==> config.mk <==
export PLATFORM = sky130hd
export DESIGN_NAME = rtc_flag_router
export DESIGN_NICKNAME = d
export VERILOG_FILES = /design/src/rtl/rfr_pkg.sv /design/src/rtl/rfr_flags.sv /design/src/rtl/rfr_testreg.sv /design/src/rtl/rfr_router.sv /design/src/rtl/rtc_flag_router.sv
export SDC_FILE = /design/constraint.sdc
export NUM_CORES = 1
export LEC_CHECK = 0
export CAP_MARGIN = 20
export CORE_ASPECT_RATIO = 1.5
export CORE_MARGIN = 2
export CORE_UTILIZATION = 44
export DETAILED_ROUTE_END_ITERATION = 10
export PLACE_DENSITY = 0.93
export SYNTH_ARGS = -nofsm -noshare
export SYNTH_HDL_FRONTEND = slang
export SYNTH_SLANG_ARGS = --single-unit
==> constraint.sdc <==
create_clock -name clk -period 3.44 [get_ports clk]
set_input_delay 0.344 -clock clk [delete_from_list [all_inputs] [get_ports clk]]
set_output_delay 0.344 -clock clk [all_outputs]
set_load 0.05 [all_outputs]
==> src/rtl/rfr_pkg.sv <==
package rfr_pkg;
  localparam logic [4:0] FLAG_ADDR  = 5'h03;
  localparam logic [4:0] ROUTE_ADDR = 5'h04;
  localparam logic [4:0] TEST_ADDR  = 5'h1F;

  typedef enum logic [1:0] {
    SEL_FLAG,
    SEL_ROUTE,
    SEL_TEST,
    SEL_NONE
  } rsel_e;
endpackage

==> src/rtl/rfr_flags.sv <==
module rfr_flags #(
  parameter int N_EVT = 6
) (
  input  logic             clk,
  input  logic             rst_n,
  input  logic [N_EVT-1:0] evt,
  input  logic             rd_hit,
  input  logic             wr_hit,
  input  logic [1:0]       wcfg,
  input  logic             osc_fail,
  input  logic             osc_running,
  input  logic             clk_start_wr,
  output logic [N_EVT-1:0] flags_q,
  output logic             osc_flag_q,
  output logic             single_supply,
  output logic             test_en
);
  always_ff @(posedge clk or negedge rst_n) begin
    if (!rst_n) begin
      flags_q       <= '0;
      osc_flag_q    <= 1'b1;
      single_supply <= 1'b1;
      test_en       <= 1'b0;
    end else begin
      // an event in the clearing cycle survives
      flags_q <= (rd_hit ? '0 : flags_q) | evt;
      if (osc_fail)
        osc_flag_q <= 1'b1;
      else if (clk_start_wr && osc_running)
        osc_flag_q <= 1'b0;
      if (osc_fail)
        single_supply <= 1'b1;
      else if (wr_hit)
        single_supply <= wcfg[0];
      if (wr_hit)
        test_en <= wcfg[1];
    end
  end


  evt_sets_chk: assert property (@(posedge clk) disable iff (!rst_n)
    (|evt) |=> ((flags_q & $past(evt)) == $past(evt)));

  rd_clears_chk: assert property (@(posedge clk) disable iff (!rst_n)
    rd_hit |=> ((flags_q & ~$past(evt)) == '0));

  wr_no_flag_chk: assert property (@(posedge clk) disable iff (!rst_n)
    (wr_hit && !rd_hit && evt == '0) |=> $stable(flags_q));

  osc_fail_flag_chk: assert property (@(posedge clk) disable iff (!rst_n)
    osc_fail |=> osc_flag_q);

  osc_restart_chk: assert property (@(posedge clk) disable iff (!rst_n)
    (clk_start_wr && osc_running && !osc_fail) |=> !osc_flag_q);

  supply_force_chk: assert property (@(posedge clk) disable iff (!rst_n)
    osc_fail |=> single_supply);
endmodule

==> src/rtl/rfr_testreg.sv <==
module rfr_testreg #(
  parameter int DW = 8
) (
  input  logic          clk,
  input  logic          rst_n,
  input  logic          test_en,
  input  logic          wr_hit,
  input  logic [DW-1:0] wdata,
  output logic [DW-1:0] rd_view
);
  logic [DW-1:0] test_q;

  always_ff @(posedge clk or negedge rst_n) begin
    if (!rst_n)                 test_q <= '0;
    else if (wr_hit && test_en) test_q <= wdata;
  end

  assign rd_view = test_en ? test_q : '0;


  locked_hold_chk: assert property (@(posedge clk) disable iff (!rst_n)
    (!test_en) |=> $stable(test_q));
endmodule

==> src/rtl/rfr_router.sv <==
module rfr_router #(
  parameter int N_IRQ = 5
) (
  input  logic             clk,
  input  logic             rst_n,
  input  logic             wr_hit,
  input  logic [N_IRQ-1:0] wdata,
  input  logic [N_IRQ-1:0] pend,
  input  logic [N_IRQ-1:0] en,
  output logic [N_IRQ-1:0] route_q,
  output logic             irq_main,
  output logic             irq_mfo
);
  logic [N_IRQ-1:0] to_mfo, to_main;

  always_ff @(posedge clk or negedge rst_n) begin
    if (!rst_n)      route_q <= '0;
    else if (wr_hit) route_q <= wdata;
  end

  for (genvar i = 0; i < N_IRQ; i++) begin : g_steer
    logic live;
    assign live       = pend[i] & en[i];
    assign to_mfo[i]  = live & route_q[i];
    assign to_main[i] = live & ~route_q[i];
  end

  assign irq_mfo  = |to_mfo;
  assign irq_main = |to_main;


  all_main_chk: assert property (@(posedge clk) disable iff (!rst_n)
    (route_q == '0) |-> !irq_mfo);

  all_mfo_chk: assert property (@(posedge clk) disable iff (!rst_n)
    (route_q == '1) |-> !irq_main);

  idle_chk: assert property (@(posedge clk) disable iff (!rst_n)
    ((pend & en) == '0) |-> (!irq_main && !irq_mfo));
endmodule

==> src/rtl/rtc_flag_router.sv <==
module rtc_flag_router
  import rfr_pkg::*;
#(
  parameter int N_EVT = 6,
  parameter int N_IRQ = 5,
  parameter int AW    = 5,
  localparam int DW   = N_EVT + 2
) (
  input  logic             clk,
  input  logic             rst_n,
  input  logic [AW-1:0]    reg_addr,
  input  logic             reg_wr,
  input  logic             reg_rd,
  input  logic [DW-1:0]    reg_wdata,
  output logic [DW-1:0]    reg_rdata,
  input  logic [N_EVT-1:0] rollover_evt,
  input  logic             osc_fail,
  input  logic             osc_running,
  input  logic             clk_start_wr,
  input  logic [N_IRQ-1:0] irq_pend,
  input  logic [N_IRQ-1:0] irq_en,
  output logic             irq_main,
  output logic             irq_mfo,
  output logic             single_supply
);
  rsel_e            sel;
  logic [N_EVT-1:0] flags_q;
  logic             osc_flag_q, test_en;
  logic [N_IRQ-1:0] route_q;
  logic [DW-1:0]    test_view;

  always_comb begin
    if (reg_addr == AW'(FLAG_ADDR))       sel = SEL_FLAG;
    else if (reg_addr == AW'(ROUTE_ADDR)) sel = SEL_ROUTE;
    else if (reg_addr == AW'(TEST_ADDR))  sel = SEL_TEST;
    else                                  sel = SEL_NONE;
  end

  rfr_flags #(.N_EVT(N_EVT)) u_flags (
    .clk(clk), .rst_n(rst_n), .evt(rollover_evt),
    .rd_hit(reg_rd && sel == SEL_FLAG),
    .wr_hit(reg_wr && sel == SEL_FLAG),
    .wcfg(reg_wdata[DW-1:N_EVT]),
    .osc_fail(osc_fail), .osc_running(osc_running),
    .clk_start_wr(clk_start_wr), .flags_q(flags_q),
    .osc_flag_q(osc_flag_q), .single_supply(single_supply),
    .test_en(test_en)
  );

  rfr_testreg #(.DW(DW)) u_test (
    .clk(clk), .rst_n(rst_n), .test_en(test_en),
    .wr_hit(reg_wr && sel == SEL_TEST),
    .wdata(reg_wdata), .rd_view(test_view)
  );

  rfr_router #(.N_IRQ(N_IRQ)) u_route (
    .clk(clk), .rst_n(rst_n),
    .wr_hit(reg_wr && sel == SEL_ROUTE),
    .wdata(reg_wdata[N_IRQ-1:0]),
    .pend(irq_pend), .en(irq_en), .route_q(route_q),
    .irq_main(irq_main), .irq_mfo(irq_mfo)
  );

  always_comb begin
    unique case (sel)
      SEL_FLAG:  reg_rdata = {test_en, osc_flag_q, flags_q};
      SEL_ROUTE: reg_rdata = {{(DW-N_IRQ){1'b0}}, route_q};
      SEL_TEST:  reg_rdata = test_view;
      default:   reg_rdata = '0;
    endcase
  end
endmodule

==> metrics.yaml <==
drt:
  drc_errors: 0
  ant_nets: 0
  vias_per_cell: 6.02
  wl_per_cell_microns: 17.3
  drtPass1Iterations: 4
  drt-total-wl_mm: 2.94
  drt_iter0_markers: 29
  vias: 1023
worst_setup_path:
  critPathMaxFanout: 6
  worstSetupEndpointType: "primary output"
  r2r-end: "u_test.test_q[4]"
  crit_path_start: "reg_addr[2]"
  start_kind: "input port"
  arrival_ns: 2.62
  critPathCapture: "reg_rdata[2]"
  required_ns: 3.10
  r2r_slack_ns: 1.94
  reg2reg_from: "u_flags.test_en"
  criticalPathCategory: "input port to primary output"
  rr_worst_depth: 4
sta:
  fin_crit_ns: 2.97
  final-hold-violation-count: 0
  setup-tns-final_ns: 0
  rsz0062_at_grt: "false"
  setup_violations: 0
  max_slew_margin_pct: 36.9
  worstMarginPinSlew_ns: 0.943
  slew_violations: 0
  period_share_pct: 86.2
  fmax_mhz: 337
  finalClockSkew_ns: 0.00450
layout:
  fin_util_pct: 66.4
  seq_area_sq_um: 553
  antennaDiodeCount: 0
  drive_gt1_share_pct: 15.8
  final_nets: 184
  areaGrowthSynthToFinish_pct: 45.4
  fillers: 196
  multi_input_area_sq_um: 520
global_route:
  grt.overflow.total: 0
  grt_pass1_vias: 1075
  grt_pass1_wl_mm: 4.55
  antenna_found_initial: 0
  grt_usage_pct: 21.6
  grt_max_degree: 23
floorplanning:
  start_util_pct: 45.7
  row_count: 22
  core-area_sq_mm: 0.00239
  die_x_microns: 44.7
  die_h_microns: 65.1
  ios: 47
  die-area_sq_mm: 0.00291
yosys:
  synth_edf_count: 0
  ys.flop_type: "dfrtp_1"
  synthMuxAreaShare_pct: 14.4
  synth_area_leaders: "dfrtp_1 (46%), mux2_2 (11%), a21o_1 (5.5%), dfstp_2 (4.8%), nand3_1 (4.6%)"
  postSynthAreaPerCell_sq_um: 11.0
  synthAdderAreaFrac_pct: 0
  synth_top_family_by_area: "simple AND/OR/NAND/NOR gates"
  synth.distinct_cells: 28
  ys_async_sr_fraction_pct: 100
  synth_top_area_share_pct: 45.8
  synth_xor_area_share_pct: 0
  synth-compound-area-share_pct: 15.2
  synth-seq-cells: 22
  yosysWarnings: 0
  synth_area_sq_mm: 0.00109
  synth_simple_gate_area_share_pct: 18.0
  yosysSeqAreaShare_pct: 50.6
  synth_cells: 99
  synth_nets: 135
  synth_area_leader_cell: "dfrtp_1"
pwr:
  ir_drop_mv: 0.274
  powerDensity_mw_per_mm2: 344
  intPower_uw: 395
  power.share.combinational_pct: 23.9
  p_clk_share_pct: 20.5
  power_leakage_uw: 0.000652
  seq_power_share_pct: 55.7
  p_switching_uw: 153
  netSwitchingFraction_pct: 27.9
place:
  place_hpwl_mm: 2.41
  port_buffers: 46
  gp_congestion: 0.799
clock_tree:
  cts_tree: "done"
  cts-resized-gates: 0
  clockBufferDepth: 2
  clock_latency_ns: 0.30
  post_cts_buffers: 0
  cts_inserted_buffers: 3
  clk_pin_slew_ns: 0.11
  postCtsHoldBufs: 0
  root_buffer: "clkbuf_4"
  clock-sinks: 22
  cts_htree_levels: 1
min_path:
  hold_class: "flip-flop to flip-flop"
run_status:
  status: "finished clean"
run:
  maxCapViolCount: 0
## Yosys cell counts, types with 2 or more instances
master    count
nand4_1       2
nand2_1       9
nand3_1      10
dfrtp_1      20
a22o_2        2
nor2_1        3
a21o_1        8
mux2_2       11
o22ai_1       2
a21oi_1       4
nand2_2       2
dfstp_2       2
mux2_1        3
nor2_2        2
a222oi_1      2
and3_1        2
or3_1         2
a22oi_1       3
## power groups by stage
stage,logic (uW),clock network [uW],registers (uW)
2_1_floorplan,61.6,0,301
3_3_place_gp,126,0,307
3_5_place_dp,131,0,309
4_1_cts,132,114,304
5_1_grt,140,123,307
6_report,131,112,305
## final cells by class
class / instances / area share [%]
flip-flops and latches: 22 / 34.8
multi-input cells: 74 / 32.7
repair buffers: 46 / 29.0
well taps: 24 / 1.89
clock buffers: 3 / 1.42
inverters: 1 / 0.236
## per-stage QoR
stage               power [uW]  worst slack (ns)  std cells  cell area, sq um  hold WS (ns)
floorplan                  363              1.27         99              1090        0.0484
global placement           433             0.580        167              1570         0.460
detailed placement         440             0.485        167              1570         0.476
CTS                        550             0.462        170              1590         0.502
global route               569             0.331        170              1590         0.524
finish                     548             0.474        170              1590         0.499
## sequential cells by signal, indices dropped and copies added, names as in the netlist
signal / flops
u_test.test_q: 8
u_flags.osc_flag_q: 1
u_flags.single_supply: 1
u_flags.flags_q: 6
u_flags.test_en: 1
u_route.route_q: 5
## routing by layer
layer	up-vias	global-route usage, %	part of all wire [%]
li1	469	-	-
met1	500	22.4	37
met2	48	40.2	56
met3	6	2.51	5.1
met4	0	10.6	1.9
met5	-	0	0
## cell families (layout without fill, tap and decap cells)
| kind of cell | after synthesis | after routing |
|---|---|---|
| compound gates | 23 | 23 |
| buf+inv | 3 | 50 |
| flops | 22 | 22 |
| mux | 14 | 14 |
| simple gates | 37 | 37 |
## critical path, cell delays in order
cell and delay, ns:
clkdlybuf4s50_1 0.55, and3b_1 0.22, o21ai_0 0.37, nand3_1 0.14, a21oi_1 0.17, clkdlybuf4s50_1 0.83
## cells in the final DEF (no fill, tap or decap), types with 2 or more instances in the layout
master           instances
clkbuf_4                 3
a222oi_1                 2
nor2_2                   2
a22oi_1                  3
or3_1                    2
mux2_1                   3
nand2_1                  9
nor2_1                   3
dfstp_2                  2
o22ai_1                  2
a21o_1                   8
clkdlybuf4s50_1         46
nand3_1                 10
dfrtp_1                 20
a21oi_1                  4
nand4_1                  2
mux2_2                  11
nand2_2                  2
a22o_2                   2
and3_1                   2
## worst min-delay path by stage
stage / startpoint / end / slack [ns] / cells past startpoint
global placement: u_flags.flags_q[5] / u_flags.flags_q[5] / 0.46 / 1
floorplan: rst_n / u_flags.flags_q[0] / 0.05 / 0
detailed placement: u_flags.flags_q[5] / u_flags.flags_q[5] / 0.48 / 1
global route: u_flags.flags_q[5] / u_flags.flags_q[5] / 0.52 / 1
finish: u_flags.single_supply / u_flags.single_supply / 0.50 / 2
CTS: u_flags.flags_q[5] / u_flags.flags_q[5] / 0.50 / 1
Note: power is estimated with default switching activity, not from simulation.
